$ cat config.mk
export PLATFORM = sky130hd
export DESIGN_NAME = fdc_cmd_engine
export DESIGN_NICKNAME = d
export VERILOG_FILES = /design/src/rtl/fdc_pkg.sv /design/src/rtl/fdc_rst_sync.sv /design/src/rtl/fdc_cmd_decode.sv /design/src/rtl/fdc_sequencer.sv /design/src/rtl/fdc_sector_addr.sv /design/src/rtl/fdc_cmd_engine.sv
export SDC_FILE = /design/constraint.sdc
export NUM_CORES = 1
export LEC_CHECK = 0
export CAP_MARGIN = 5
export CORE_MARGIN = 2
export CORE_UTILIZATION = 45
export DETAILED_ROUTE_END_ITERATION = 8
export PLACE_DENSITY = 0.68
export SLEW_MARGIN = 20
export SYNTH_ARGS = -nofsm -noshare
export SYNTH_HDL_FRONTEND = slang
export SYNTH_HIERARCHICAL = 1
export SYNTH_SLANG_ARGS = --single-unit
$ cat constraint.sdc
create_clock -name clk -period 3.1 [get_ports clk]
set_input_delay 0.62 -clock clk [delete_from_list [all_inputs] [get_ports clk]]
set_output_delay 0.62 -clock clk [all_outputs]
set_load 0.01 [all_outputs]
$ cat src/rtl/fdc_pkg.sv
package fdc_pkg;

  // Sequencer phases
  typedef enum logic [1:0] {
    PH_IDLE = 2'd0,
    PH_PREP = 2'd1,
    PH_EXEC = 2'd2
  } phase_e;

  // Classes a command byte decodes into
  typedef enum logic [2:0] {
    K_RESTORE  = 3'd0,
    K_SEEK     = 3'd1,
    K_RD_ONE   = 3'd2,
    K_RD_MULTI = 3'd3,
    K_WR_SEC   = 3'd4,
    K_FORCE    = 3'd5,
    K_WR_TRACK = 3'd6,
    K_BAD      = 3'd7
  } cmd_kind_e;

  localparam int BYTE_W = 8;

  // Register offsets seen by the host
  localparam logic [1:0] OFS_CMD = 2'd0;
  localparam logic [1:0] OFS_TRK = 2'd1;
  localparam logic [1:0] OFS_SEC = 2'd2;
  localparam logic [1:0] OFS_DAT = 2'd3;

  // Status bit positions
  localparam int ST_BUSY  = 0;
  localparam int ST_DRQ   = 1;
  localparam int ST_TRK0  = 2;
  localparam int ST_MOTOR = 7;

endpackage

$ cat src/rtl/fdc_rst_sync.sv
module fdc_rst_sync (
  input  logic clk,
  input  logic rst_n,
  output logic rst_sync_n
);

  logic [1:0] stage_q;

  always_ff @(posedge clk or negedge rst_n) begin
    if (!rst_n) begin
      stage_q <= 2'b00;
    end else begin
      stage_q <= {stage_q[0], 1'b1};
    end
  end

  assign rst_sync_n = stage_q[1];

endmodule

$ cat src/rtl/fdc_cmd_decode.sv
module fdc_cmd_decode
  import fdc_pkg::*;
(
  input  logic [BYTE_W-1:0] code,
  output cmd_kind_e         kind
);

  always_comb begin
    unique case (code)
      8'h00:        kind = K_RESTORE;
      8'h10, 8'h14: kind = K_SEEK;
      8'h80:        kind = K_RD_ONE;
      8'h90:        kind = K_RD_MULTI;
      8'hA0, 8'hA2: kind = K_WR_SEC;
      8'hD0:        kind = K_FORCE;
      8'hF0, 8'hF2: kind = K_WR_TRACK;
      default:      kind = K_BAD;
    endcase
  end

endmodule

$ cat src/rtl/fdc_sequencer.sv
module fdc_sequencer
  import fdc_pkg::*;
#(
  parameter int PREP_CYC = 5,
  parameter int EXEC_CYC = 5
) (
  input  logic   clk,
  input  logic   rst_n,
  input  logic   start,
  input  logic   abort,
  input  logic   xfer,
  input  logic   xfer_end,
  output phase_e phase
);

  localparam int MAX_CYC = (PREP_CYC > EXEC_CYC) ? PREP_CYC : EXEC_CYC;
  localparam int CNT_W   = $clog2(MAX_CYC + 1);
  localparam logic [CNT_W-1:0] PREP_LOAD = CNT_W'(PREP_CYC);
  localparam logic [CNT_W-1:0] EXEC_LOAD = CNT_W'(EXEC_CYC);
  localparam logic [CNT_W-1:0] CNT_ONE   = CNT_W'(1);

  phase_e           phase_q, phase_d;
  logic [CNT_W-1:0] cnt_q, cnt_d;

  always_comb begin
    phase_d = phase_q;
    cnt_d   = cnt_q;
    if (abort) begin
      phase_d = PH_IDLE;
      cnt_d   = '0;
    end else if (start) begin
      phase_d = PH_PREP;
      cnt_d   = PREP_LOAD;
    end else begin
      unique case (phase_q)
        PH_PREP: begin
          if (cnt_q == CNT_ONE) begin
            phase_d = PH_EXEC;
            cnt_d   = EXEC_LOAD;
          end else begin
            cnt_d = cnt_q - CNT_ONE;
          end
        end
        PH_EXEC: begin
          // a moved byte outranks the timer running out
          if (xfer) begin
            if (xfer_end) begin
              phase_d = PH_IDLE;
              cnt_d   = '0;
            end else begin
              cnt_d = EXEC_LOAD;
            end
          end else if (cnt_q == CNT_ONE) begin
            phase_d = PH_IDLE;
            cnt_d   = '0;
          end else begin
            cnt_d = cnt_q - CNT_ONE;
          end
        end
        default: begin
          phase_d = PH_IDLE;
          cnt_d   = '0;
        end
      endcase
    end
  end

  always_ff @(posedge clk or negedge rst_n) begin
    if (!rst_n) begin
      phase_q <= PH_IDLE;
      cnt_q   <= '0;
    end else begin
      phase_q <= phase_d;
      cnt_q   <= cnt_d;
    end
  end

  assign phase = phase_q;

endmodule

$ cat src/rtl/fdc_sector_addr.sv
module fdc_sector_addr
  import fdc_pkg::*;
#(
  parameter int SIDES     = 2,
  parameter int SPT       = 9,
  parameter int SEC_BYTES = 512,
  parameter int ADDR_W    = 20
) (
  input  logic              clk,
  input  logic              rst_n,
  input  logic              load,
  input  logic [BYTE_W-1:0] track,
  input  logic [BYTE_W-1:0] sector,
  input  logic              side,
  input  logic              advance,
  output logic [ADDR_W-1:0] addr,
  output logic              last_byte
);

  localparam int OFF_W = $clog2(SEC_BYTES);

  logic [ADDR_W-1:0] sec_index;
  logic [ADDR_W-1:0] start_addr;
  logic [ADDR_W-1:0] addr_q, addr_d;

  // linear sector number, sectors counted from 1 inside a track
  always_comb begin
    sec_index  = ((ADDR_W'(track) * ADDR_W'(SIDES)) + ADDR_W'(side)) * ADDR_W'(SPT)
                 + ADDR_W'(sector) - ADDR_W'(1);
    start_addr = sec_index << OFF_W;
  end

  always_comb begin
    addr_d = addr_q;
    if (load) begin
      addr_d = start_addr;
    end else if (advance) begin
      addr_d = addr_q + ADDR_W'(1);
    end
  end

  always_ff @(posedge clk or negedge rst_n) begin
    if (!rst_n) begin
      addr_q <= '0;
    end else begin
      addr_q <= addr_d;
    end
  end

  assign addr      = addr_q;
  assign last_byte = &addr_q[OFF_W-1:0];

endmodule

$ cat src/rtl/fdc_cmd_engine.sv
module fdc_cmd_engine
  import fdc_pkg::*;
#(
  parameter int CYLS      = 80,
  parameter int SIDES     = 2,
  parameter int SPT       = 9,
  parameter int SEC_BYTES = 512,
  parameter int PREP_CYC  = 5,
  parameter int EXEC_CYC  = 5,
  parameter int ADDR_W    = $clog2(CYLS * SIDES * SPT * SEC_BYTES)
) (
  input  logic              clk,
  input  logic              rst_n,
  input  logic [1:0]        reg_sel,
  input  logic              reg_wr,
  input  logic              reg_rd,
  input  logic [BYTE_W-1:0] reg_wdata,
  output logic [BYTE_W-1:0] reg_rdata,
  output logic              reg_ack,
  input  logic              side_sel,
  output logic [ADDR_W-1:0] mem_addr,
  output logic [BYTE_W-1:0] mem_wdata,
  output logic              mem_we,
  input  logic [BYTE_W-1:0] mem_rdata,
  output logic              err_flag
);

  logic rst_i_n;

  fdc_rst_sync u_rst_sync (
    .clk        (clk),
    .rst_n      (rst_n),
    .rst_sync_n (rst_i_n)
  );

  // ---------------------------------------------------------------- decode
  cmd_kind_e new_kind;

  fdc_cmd_decode u_decode (
    .code (reg_wdata),
    .kind (new_kind)
  );

  // ---------------------------------------------------------------- state
  logic [BYTE_W-1:0] trk_q, trk_d;
  logic [BYTE_W-1:0] sec_q, sec_d;
  logic [BYTE_W-1:0] dat_q, dat_d;
  logic              trk0_q, trk0_d;
  logic              err_q, err_d;
  cmd_kind_e         cur_kind_q, cur_kind_d;
  logic [BYTE_W-1:0] rdata_q, rdata_d;
  logic              ack_q, ack_d;
  logic              pend_q, pend_d;

  phase_e            seq_phase;
  logic [ADDR_W-1:0] cur_addr;
  logic              at_last_byte;

  // ---------------------------------------------------------------- strobes
  logic cmd_wr, rd_req, in_exec, is_rd_cmd, is_wr_cmd, is_sec_kind;
  logic dat_rd_ok, dat_wr_ok, xfer, xfer_end;
  logic seq_start, seq_abort, addr_load;
  logic [BYTE_W-1:0] status;

  assign cmd_wr    = reg_wr && (reg_sel == OFS_CMD);
  assign rd_req    = reg_rd && !reg_wr && !pend_q;
  assign in_exec   = (seq_phase == PH_EXEC);
  assign is_rd_cmd = (cur_kind_q == K_RD_ONE) || (cur_kind_q == K_RD_MULTI);
  assign is_wr_cmd = (cur_kind_q == K_WR_SEC);

  assign is_sec_kind = (new_kind == K_RD_ONE) || (new_kind == K_RD_MULTI) ||
                       (new_kind == K_WR_SEC);

  assign dat_rd_ok = rd_req && (reg_sel == OFS_DAT) && in_exec && is_rd_cmd;
  assign dat_wr_ok = reg_wr && (reg_sel == OFS_DAT) && in_exec && is_wr_cmd;
  assign xfer      = dat_rd_ok || dat_wr_ok;
  assign xfer_end  = at_last_byte && (dat_wr_ok || (cur_kind_q == K_RD_ONE));

  assign seq_start = cmd_wr && (new_kind != K_BAD) && (new_kind != K_FORCE);
  assign seq_abort = cmd_wr && (new_kind == K_FORCE);
  assign addr_load = cmd_wr && is_sec_kind;

  always_comb begin
    status                = '0;
    status[ST_MOTOR]      = 1'b1;
    status[ST_TRK0]       = trk0_q;
    status[ST_DRQ]        = in_exec && (is_rd_cmd || is_wr_cmd);
    status[ST_BUSY]       = in_exec;
  end

  // ---------------------------------------------------------------- sub-blocks
  fdc_sequencer #(
    .PREP_CYC (PREP_CYC),
    .EXEC_CYC (EXEC_CYC)
  ) u_seq (
    .clk      (clk),
    .rst_n    (rst_i_n),
    .start    (seq_start),
    .abort    (seq_abort),
    .xfer     (xfer),
    .xfer_end (xfer_end),
    .phase    (seq_phase)
  );

  fdc_sector_addr #(
    .SIDES     (SIDES),
    .SPT       (SPT),
    .SEC_BYTES (SEC_BYTES),
    .ADDR_W    (ADDR_W)
  ) u_addr (
    .clk       (clk),
    .rst_n     (rst_i_n),
    .load      (addr_load),
    .track     (trk_q),
    .sector    (sec_q),
    .side      (side_sel),
    .advance   (xfer),
    .addr      (cur_addr),
    .last_byte (at_last_byte)
  );

  // ---------------------------------------------------------------- register file
  always_comb begin
    trk_d      = trk_q;
    sec_d      = sec_q;
    dat_d      = dat_q;
    trk0_d     = trk0_q;
    err_d      = err_q;
    cur_kind_d = cur_kind_q;

    if (cmd_wr) begin
      if (new_kind != K_BAD) begin
        cur_kind_d = new_kind;
      end
      unique case (new_kind)
        K_RESTORE: begin
          trk_d  = '0;
          trk0_d = 1'b1;
        end
        K_SEEK: begin
          trk_d  = dat_q;
          trk0_d = (dat_q == '0);
        end
        K_RD_ONE, K_RD_MULTI, K_WR_SEC, K_FORCE: begin
          trk0_d = 1'b0;
        end
        K_WR_TRACK: begin
          trk0_d = 1'b0;
          err_d  = 1'b1;
        end
        default: begin
          err_d = 1'b1;
        end
      endcase
    end

    if (reg_wr && (reg_sel == OFS_TRK)) begin
      trk_d = reg_wdata;
    end
    if (reg_wr && (reg_sel == OFS_SEC)) begin
      sec_d = reg_wdata;
    end
    if (reg_wr && (reg_sel == OFS_DAT) && !dat_wr_ok) begin
      dat_d = reg_wdata;
    end

    if (rd_req && (reg_sel == OFS_DAT) && !dat_rd_ok) begin
      err_d = 1'b1;
    end
  end

  // ---------------------------------------------------------------- read return
  always_comb begin
    rdata_d = rdata_q;
    ack_d   = 1'b0;
    pend_d  = 1'b0;
    if (pend_q) begin
      rdata_d = mem_rdata;
      ack_d   = 1'b1;
    end else if (rd_req) begin
      unique case (reg_sel)
        OFS_CMD: begin
          rdata_d = status;
          ack_d   = 1'b1;
        end
        OFS_TRK: begin
          rdata_d = trk_q;
          ack_d   = 1'b1;
        end
        OFS_SEC: begin
          rdata_d = sec_q;
          ack_d   = 1'b1;
        end
        default: begin
          if (dat_rd_ok) begin
            pend_d = 1'b1;
          end else begin
            rdata_d = '0;
            ack_d   = 1'b1;
          end
        end
      endcase
    end
  end

  always_ff @(posedge clk or negedge rst_i_n) begin
    if (!rst_i_n) begin
      trk_q      <= '0;
      sec_q      <= '0;
      dat_q      <= '0;
      trk0_q     <= 1'b0;
      err_q      <= 1'b0;
      cur_kind_q <= K_BAD;
      rdata_q    <= '0;
      ack_q      <= 1'b0;
      pend_q     <= 1'b0;
    end else begin
      trk_q      <= trk_d;
      sec_q      <= sec_d;
      dat_q      <= dat_d;
      trk0_q     <= trk0_d;
      err_q      <= err_d;
      cur_kind_q <= cur_kind_d;
      rdata_q    <= rdata_d;
      ack_q      <= ack_d;
      pend_q     <= pend_d;
    end
  end

  // ---------------------------------------------------------------- outputs
  assign reg_rdata = rdata_q;
  assign reg_ack   = ack_q;
  assign mem_addr  = cur_addr;
  assign mem_wdata = reg_wdata;
  assign mem_we    = dat_wr_ok;
  assign err_flag  = err_q;

endmodule

==> impl_metrics.env, run 1 <==
export IMPL_run_status="finished, final reports clean"
export IMPL_skew_ns=0.0125
export IMPL_die_w_um=104
export IMPL_root_buffer="clkbuf_8"
export IMPL_routed_wl_um=10500
export IMPL_area_delta_synth_final_pct=31.0
export IMPL_num_vias=3626
export IMPL_first_pass_iters=4
export IMPL_fin_util_pct=60.3
export IMPL_hold_viol=0
export IMPL_start_util_pct=46.0
export IMPL_start_kind="register"
export IMPL_gr_usage_all_layers_pct=20.5
export IMPL_p_int_w=0.00262
export IMPL_routedWlPerCell_um=14.9
export IMPL_grt_max_degree=25
export IMPL_endpoint_kind="register"
export IMPL_mostFrequentLayoutCells="62 x dfrtp_1, 60 x clkdlybuf4s50_1, 51 x inv_1, 51 x buf_4, 46 x nand2_1"
export IMPL_ios=62
export IMPL_die_area_mm2=0.0108
export IMPL_htreeDepth=3
export IMPL_netlist_area_mm2=0.00448
export IMPL_switchingPower_w=0.00160
export IMPL_dieHeight_um=104
export IMPL_yosysUniqueCellTypes=64
export IMPL_r2r_cells=11
export IMPL_tightest_slew_ns=0.636
export IMPL_grt_pass1_vias=3821
export IMPL_cp_depth=11
export IMPL_slew_viol_final=0
export IMPL_final_cells=705
export IMPL_clkSlewWorstSetupHoldPaths_ns=0.08
export IMPL_syn_num_nets=528
export IMPL_p_seq_share_pct=26.9
export IMPL_pwr_share_clk_pct=15.9
export IMPL_cellLeakagePower_nw=2.60
export IMPL_diodes=0
export IMPL_slowest_stage="fa_1"
export IMPL_final_common_cell="dfrtp_1"
export IMPL_ys_ff_latch=66
export IMPL_overflow=0
export IMPL_crit_family="adder cells"
export IMPL_synth_avg_cell_area_um2=9.65
export IMPL_rsz0062_at_grt="yes"
export IMPL_p_sw_share_pct=37.9
export IMPL_ys_flop_type="dfrtp_1"
export IMPL_cts_hold_buf=0
export IMPL_cts_tree="done"
export IMPL_core_area_mm2=0.00973
export IMPL_drc=0
export IMPL_crit_type="register to register"
export IMPL_path_max_fanout=3
export IMPL_max_freq_mhz=326
export IMPL_power_density_mw_per_mm2=720
export IMPL_tns_ns=0
export IMPL_crit_chain="ha_1 -> inv_2 -> fa_1 -> fa_1 -> inv_2 -> ha_4 -> a211oi_4 -> nor3_2 -> a311oi_2 -> mux2_4 -> o211a_1"
export IMPL_grt_pass1_wl_um=17800
export IMPL_place_ws_ns=-0.552
export IMPL_fin_nets=631
export IMPL_rows=36
export IMPL_hp_class="register to asynchronous set/reset pin"
export IMPL_ys_warn_count=6
export IMPL_comb_power_share_pct=57.2
export IMPL_crit_buf_inv=2
export IMPL_power_w=0.00423
export IMPL_final_setup_viol_count=0
export IMPL_cpPeakStageDelay_ns=0.50
export IMPL_synth_edf_count=0
export IMPL_fillCellCount=846
export IMPL_placedCellCount=683
export IMPL_postRouteAntennaNets=0
export IMPL_arrival_ns=3.32
export IMPL_setup_slack_ns=0.0319
export IMPL_synthArstFlopShare_pct=100
export IMPL_portBuffers=61
export IMPL_max_cap_violations=0
export IMPL_period_share_pct=99.0
export IMPL_vdd_drop_max_mv=0.424
export IMPL_post_route_min_period_ns=3.07
export IMPL_synthCells=464
export IMPL_layout_drive_gt1_share_pct=21.5
export IMPL_worstPathRequired_ns=3.35
export IMPL_gp_congestion=0.824
export IMPL_antenna_found_initial=0
export IMPL_yosysSeqAreaShare_pct=37.0
export IMPL_drtIter0Drc=127
export IMPL_cts_buffers=9
export IMPL_clock_sinks=66
export IMPL_hpwl_um=8120
export IMPL_max_clock_path_buffers=2
export IMPL_clk_latency_ns=0.36
export IMPL_vias_per_cell=5.14
export IMPL_slew_headroom_pct=57.6
-- worst reg2reg max path: cells and delay by family (launching register included) --
kind / cells / cell delay, ns
AOI/OAI and AO/OA: 3 / 0.65
adders and majority gates: 4 / 1.42
buffers and inverters: 2 / 0.09
DFF: 1 / 0.39
muxes: 1 / 0.33
and+or+nand+nor: 1 / 0.09
-- logic make-up after synthesis --
kind of cell	count (synthesis)	synth area share (%)
adders and majority gates	41	13.8
and+or+nand+nor	139	17.4
xor gates and xnor gates	25	4.89
DFF	66	37.0
other	1	0.0837
AOI/OAI and AO/OA	90	13.3
buffers and inverters	77	7.46
muxes	25	6.09
-- final cells by class --
| type | count | area (um^2) | share of cell area, % |
|---|---|---|---|
| Tap cell | 133 | 166 | 2.84 |
| Multi-Input combinational cell | 321 | 2660 | 45.3 |
| Clock inverter | 4 | 26.3 | 0.448 |
| Sequential cell | 66 | 1660 | 28.2 |
| Clock buffer | 12 | 155 | 2.64 |
| Inverter | 57 | 214 | 3.65 |
| Timing Repair Buffer | 112 | 992 | 16.9 |
-- through the flow --
step                cell area, um^2  hold WS, ns
floorplan                      4520        0.324
global placement               5520        0.209
global route                   5870        0.252
CTS                            5780        0.229
finish                         5870        0.216
detailed placement             5520        0.213
-- metal layers --
layer | up-vias | global-route usage [%] | share of wire, %
met4 | 0 | 7.34 | 1.7
met3 | 16 | 3.90 | 3.4
met5 | - | 0 | 0
met2 | 79 | 35.4 | 50
li1 | 1800 | - | -
met1 | 1731 | 25.7 | 45
-- power groups by stage --
stage                     clock (W)  sequential (W)  combinational (W)
after floorplan                   0         0.00116            0.00121
after global placement            0         0.00114            0.00192
after detailed placement          0         0.00115            0.00198
after CTS                  0.000691         0.00113            0.00219
after global routing       0.000729         0.00116            0.00266
final                      0.000674         0.00114            0.00242
-- synthesized netlist by cell type (4+ instances only) --
library cell	number	area [um^2]
mux2_2	18	203
nor3b_1	5	37.5
a31oi_1	6	37.5
ha_1	27	338
xor2_1	13	114
a21oi_1	22	110
mux2i_1	7	70.1
clkbuf_1	6	22.5
nor3_1	6	30.0
a221oi_1	5	43.8
o31ai_1	5	37.5
nand3_1	10	50.1
nand2b_1	7	43.8
nor4_1	4	25.0
nor2b_1	5	31.3
nor2_1	29	109
o21ai_0	18	90.1
xnor2_1	12	105
inv_1	55	206
a22oi_1	8	60.1
dfrtp_1	63	1580
buf_4	9	67.6
nand2_1	46	173
fa_1	14	280
a211oi_1	4	30.0
-- sequential cells by signal, indices dropped and copies added, names as in the netlist, 2 cells and up --
| name | count |
|---|---|
| cur_kind_q | 3 |
| dat_q | 8 |
| reg_rdata | 8 |
| sec_q | 8 |
| trk_q | 8 |
| u_addr/addr | 20 |
| u_rst_sync/stage_q | 2 |
| u_seq/cnt_q | 3 |
| u_seq/phase | 2 |
-- repair_timing --
action	in CTS	in global routing
resized for setup	9	10
setup endpoints to repair	1	5
setup buffers	3	3
pin swaps	9	10
-- final timing paths --
| path | startpoint | end | slack (ns) |
|---|---|---|---|
| worst max register to register | sec_q[4]$_DFFE_PN0P_ | u_addr/addr[18]$_DFFE_PN0P_ | 0.03 |
| worst max-delay path | sec_q[4]$_DFFE_PN0P_ | u_addr/addr[18]$_DFFE_PN0P_ | 0.03 |
| min in group clk | u_rst_sync/stage_q[0]$_DFF_PN0_ | u_rst_sync/stage_q[1]$_DFF_PN0_ | 0.36 |
| worst min-delay path | u_rst_sync/stage_q[1]$_DFF_PN0_ | pend_q$_DFF_PN0_ | 0.22 |
| worst min register to register | u_rst_sync/stage_q[1]$_DFF_PN0_ | pend_q$_DFF_PN0_ | 0.22 |
| max in group asynchronous | u_rst_sync/stage_q[1]$_DFF_PN0_ | cur_kind_q[0]$_DFFE_PN1P_ | 2.15 |
(Power assumes the default switching activity.)
==> run 2, diff against run 1 <==
--- a/config.mk
+++ b/config.mk
@@ -10,7 +10,7 @@
 export CORE_UTILIZATION = 45
 export DETAILED_ROUTE_END_ITERATION = 8
 export PLACE_DENSITY = 0.68
-export SLEW_MARGIN = 20
+export SLEW_MARGIN = 10
 export SYNTH_ARGS = -nofsm -noshare
 export SYNTH_HDL_FRONTEND = slang
 export SYNTH_HIERARCHICAL = 1
==> results of run 2 <==
The final DEF is identical to that of run 1; final timing and power are the same.
==> run 3, diff against run 2 <==
==> constraint.sdc (replaced) <==
create_clock -name clk -period 3.4 [get_ports clk]
set_input_delay 0.68 -clock clk [delete_from_list [all_inputs] [get_ports clk]]
set_output_delay 0.68 -clock clk [all_outputs]
set_load 0.01 [all_outputs]
==> impl_metrics.env, run 3 (same netlist as run 1, synthesis figures left out) <==
export IMPL_switchingPower_w=0.00126
export IMPL_tns_ns=0
export IMPL_routedWlPerCell_um=14.6
export IMPL_run_status="finished, final reports clean"
export IMPL_dieHeight_um=104
export IMPL_fin_hold_ws_ns=0.265
export IMPL_max_clock_path_buffers=2
export IMPL_power_density_mw_per_mm2=610
export IMPL_path_max_fanout=5
export IMPL_rows=36
export IMPL_cellLeakagePower_nw=2.53
export IMPL_crit_top_cell="inv_1"
export IMPL_routed_wl_um=10100
export IMPL_vias_per_cell=5.20
export IMPL_overflow=0
export IMPL_comb_power_share_pct=48.3
export IMPL_hpwl_um=7830
export IMPL_final_cells=689
export IMPL_design_area_mm2=0.00564
export IMPL_max_freq_mhz=306
export IMPL_clock_sinks=66
export IMPL_endpoint_kind="register"
export IMPL_rsz0062_at_grt="no"
export IMPL_largest_register_ffs=20
export IMPL_htreeDepth=3
export IMPL_cts_hold_buf=0
export IMPL_crit_family="adder cells"
export IMPL_skew_ns=0.00691
export IMPL_drc=0
export IMPL_die_area_mm2=0.0108
export IMPL_slowest_stage="fa_1"
export IMPL_slew_viol_final=0
export IMPL_die_w_um=104
export IMPL_gp_congestion=0.810
export IMPL_clk_latency_ns=0.34
export IMPL_area_delta_synth_final_pct=25.9
export IMPL_postRouteAntennaNets=0
export IMPL_hp_class="register to asynchronous set/reset pin"
export IMPL_crit_buf_inv=3
export IMPL_grt_pass1_vias=3604
export IMPL_placedCellCount=673
export IMPL_crit_chain="ha_1 -> fa_1 -> inv_1 -> fa_1 -> inv_1 -> ha_1 -> a21oi_2 -> inv_1 -> a311oi_1 -> mux2_2 -> o211a_1"
export IMPL_grt_max_degree=25
export IMPL_cts_setup_buffers=0
export IMPL_slew_headroom_pct=58.2
export IMPL_root_buffer="clkbuf_8"
export IMPL_register_area_mm2=0.00166
export IMPL_crit_type="register to register"
export IMPL_max_cap_violations=0
export IMPL_start_util_pct=46.0
export IMPL_pwr_share_clk_pct=21.6
export IMPL_tightest_slew_ns=0.627
export IMPL_period_share_pct=96.2
export IMPL_ios=62
export IMPL_portBuffers=61
export IMPL_drtIter0Drc=165
export IMPL_final_setup_viol_count=0
export IMPL_grt_pass1_wl_um=17200
export IMPL_multi_input_area_mm2=0.00251
export IMPL_post_route_min_period_ns=3.27
export IMPL_antenna_found_initial=0
export IMPL_diodes=0
export IMPL_fillCellCount=879
export IMPL_placed_area_mm2=0.00540
export IMPL_core_area_mm2=0.00973
export IMPL_crit_start="sec_q[7]$_DFFE_PN0P_"
export IMPL_arrival_ns=3.51
export IMPL_start_kind="register"
export IMPL_layout_drive_gt1_share_pct=16.9
export IMPL_p_int_w=0.00218
export IMPL_r2r_start="sec_q[7]$_DFFE_PN0P_"
export IMPL_first_pass_iters=4
export IMPL_num_vias=3580
export IMPL_final_common_cell="dfrtp_1"
export IMPL_hold_viol=0
export IMPL_cpPeakStageDelay_ns=0.52
export IMPL_p_seq_share_pct=30.1
export IMPL_worstPathRequired_ns=3.64
export IMPL_fin_nets=615
export IMPL_vdd_drop_max_mv=0.280
export IMPL_mostFrequentLayoutCells="62 x dfrtp_1, 60 x clkdlybuf4s50_1, 54 x inv_1, 46 x nand2_1, 35 x buf_4"
export IMPL_cts_tree="done"
export IMPL_gr_usage_all_layers_pct=19.7
export IMPL_clkSlewWorstSetupHoldPaths_ns=0.08
export IMPL_cts_buffers=9
export IMPL_p_sw_share_pct=36.7
run 3: cell types whose count changed in the layout (fill, tap and decap cells not counted), sizes merged:
cell	delta
buf	-16
bufinv	+2
clkbuf	-2
clkinv	-2
clkinvlp	+2
dlygate4sd2	-1
dlymetal6s2s	+1
run 3: stage by stage:
step / total power, W / util, % / worst slack [ns]
2_1_floorplan: 0.00206 / - / 0.137
3_3_place_gp: 0.00261 / 55.5 / -0.386
3_5_place_dp: 0.00266 / 55.5 / -0.484
4_1_cts: 0.00343 / 57.8 / 0.00405
5_1_grt: 0.00372 / 58.0 / 0.0295
6_report: 0.00344 / 58.0 / 0.130
run 3: power by group through the flow:
| stage | Clock, W | Combinational, W | Sequential, W |
|---|---|---|---|
| 2_1_floorplan | 0 | 0.00100 | 0.00105 |
| 4_1_cts | 0.000760 | 0.00163 | 0.00104 |
| 3_5_place_dp | 0 | 0.00161 | 0.00105 |
| 3_3_place_gp | 0 | 0.00156 | 0.00104 |
| 5_1_grt | 0.000794 | 0.00187 | 0.00106 |
| 6_report | 0.000744 | 0.00166 | 0.00104 |
run 3: path summary, 6_finish.rpt:
check	cells past startpoint	to	slack, ns
max in group asynchronous	1	cur_kind_q[1]$_DFFE_PN1P_	2.37
worst max-delay path	11	u_addr/addr[18]$_DFFE_PN0P_	0.13
worst max register to register	11	u_addr/addr[18]$_DFFE_PN0P_	0.13
min in group clk	0	u_rst_sync/stage_q[1]$_DFF_PN0_	0.35
worst min register to register	0	sec_q[4]$_DFFE_PN0P_	0.27
worst min-delay path	0	sec_q[4]$_DFFE_PN0P_	0.27
run 3: final cells by class:
| class | count | area share [%] |
|---|---|---|
| multi-input combinational | 321 | 44.5 |
| sequential | 66 | 29.4 |
| timing repair buffer | 96 | 15.5 |
| inverter | 57 | 3.79 |
| tap | 133 | 2.95 |
| clock buffer | 10 | 2.26 |
| clock inverter | 6 | 1.62 |
run 3: layer usage:
layer	global-route usage, %	wire (um)	up-vias
met2	33.6	4970	89
met5	0	0	-
met1	25.2	4490	1716
met3	4.47	488	9
met4	5.50	124	0
li1	-	-	1766
run 3: timing repair:
item / 4_1_cts / 5_1_grt
gates cloned: 0 / 0
endpoints found under the hold margin: 0 / 0
pin swaps: 1 / 3
setup endpoints to repair: 1 / 1
gates resized for setup: 2 / 5
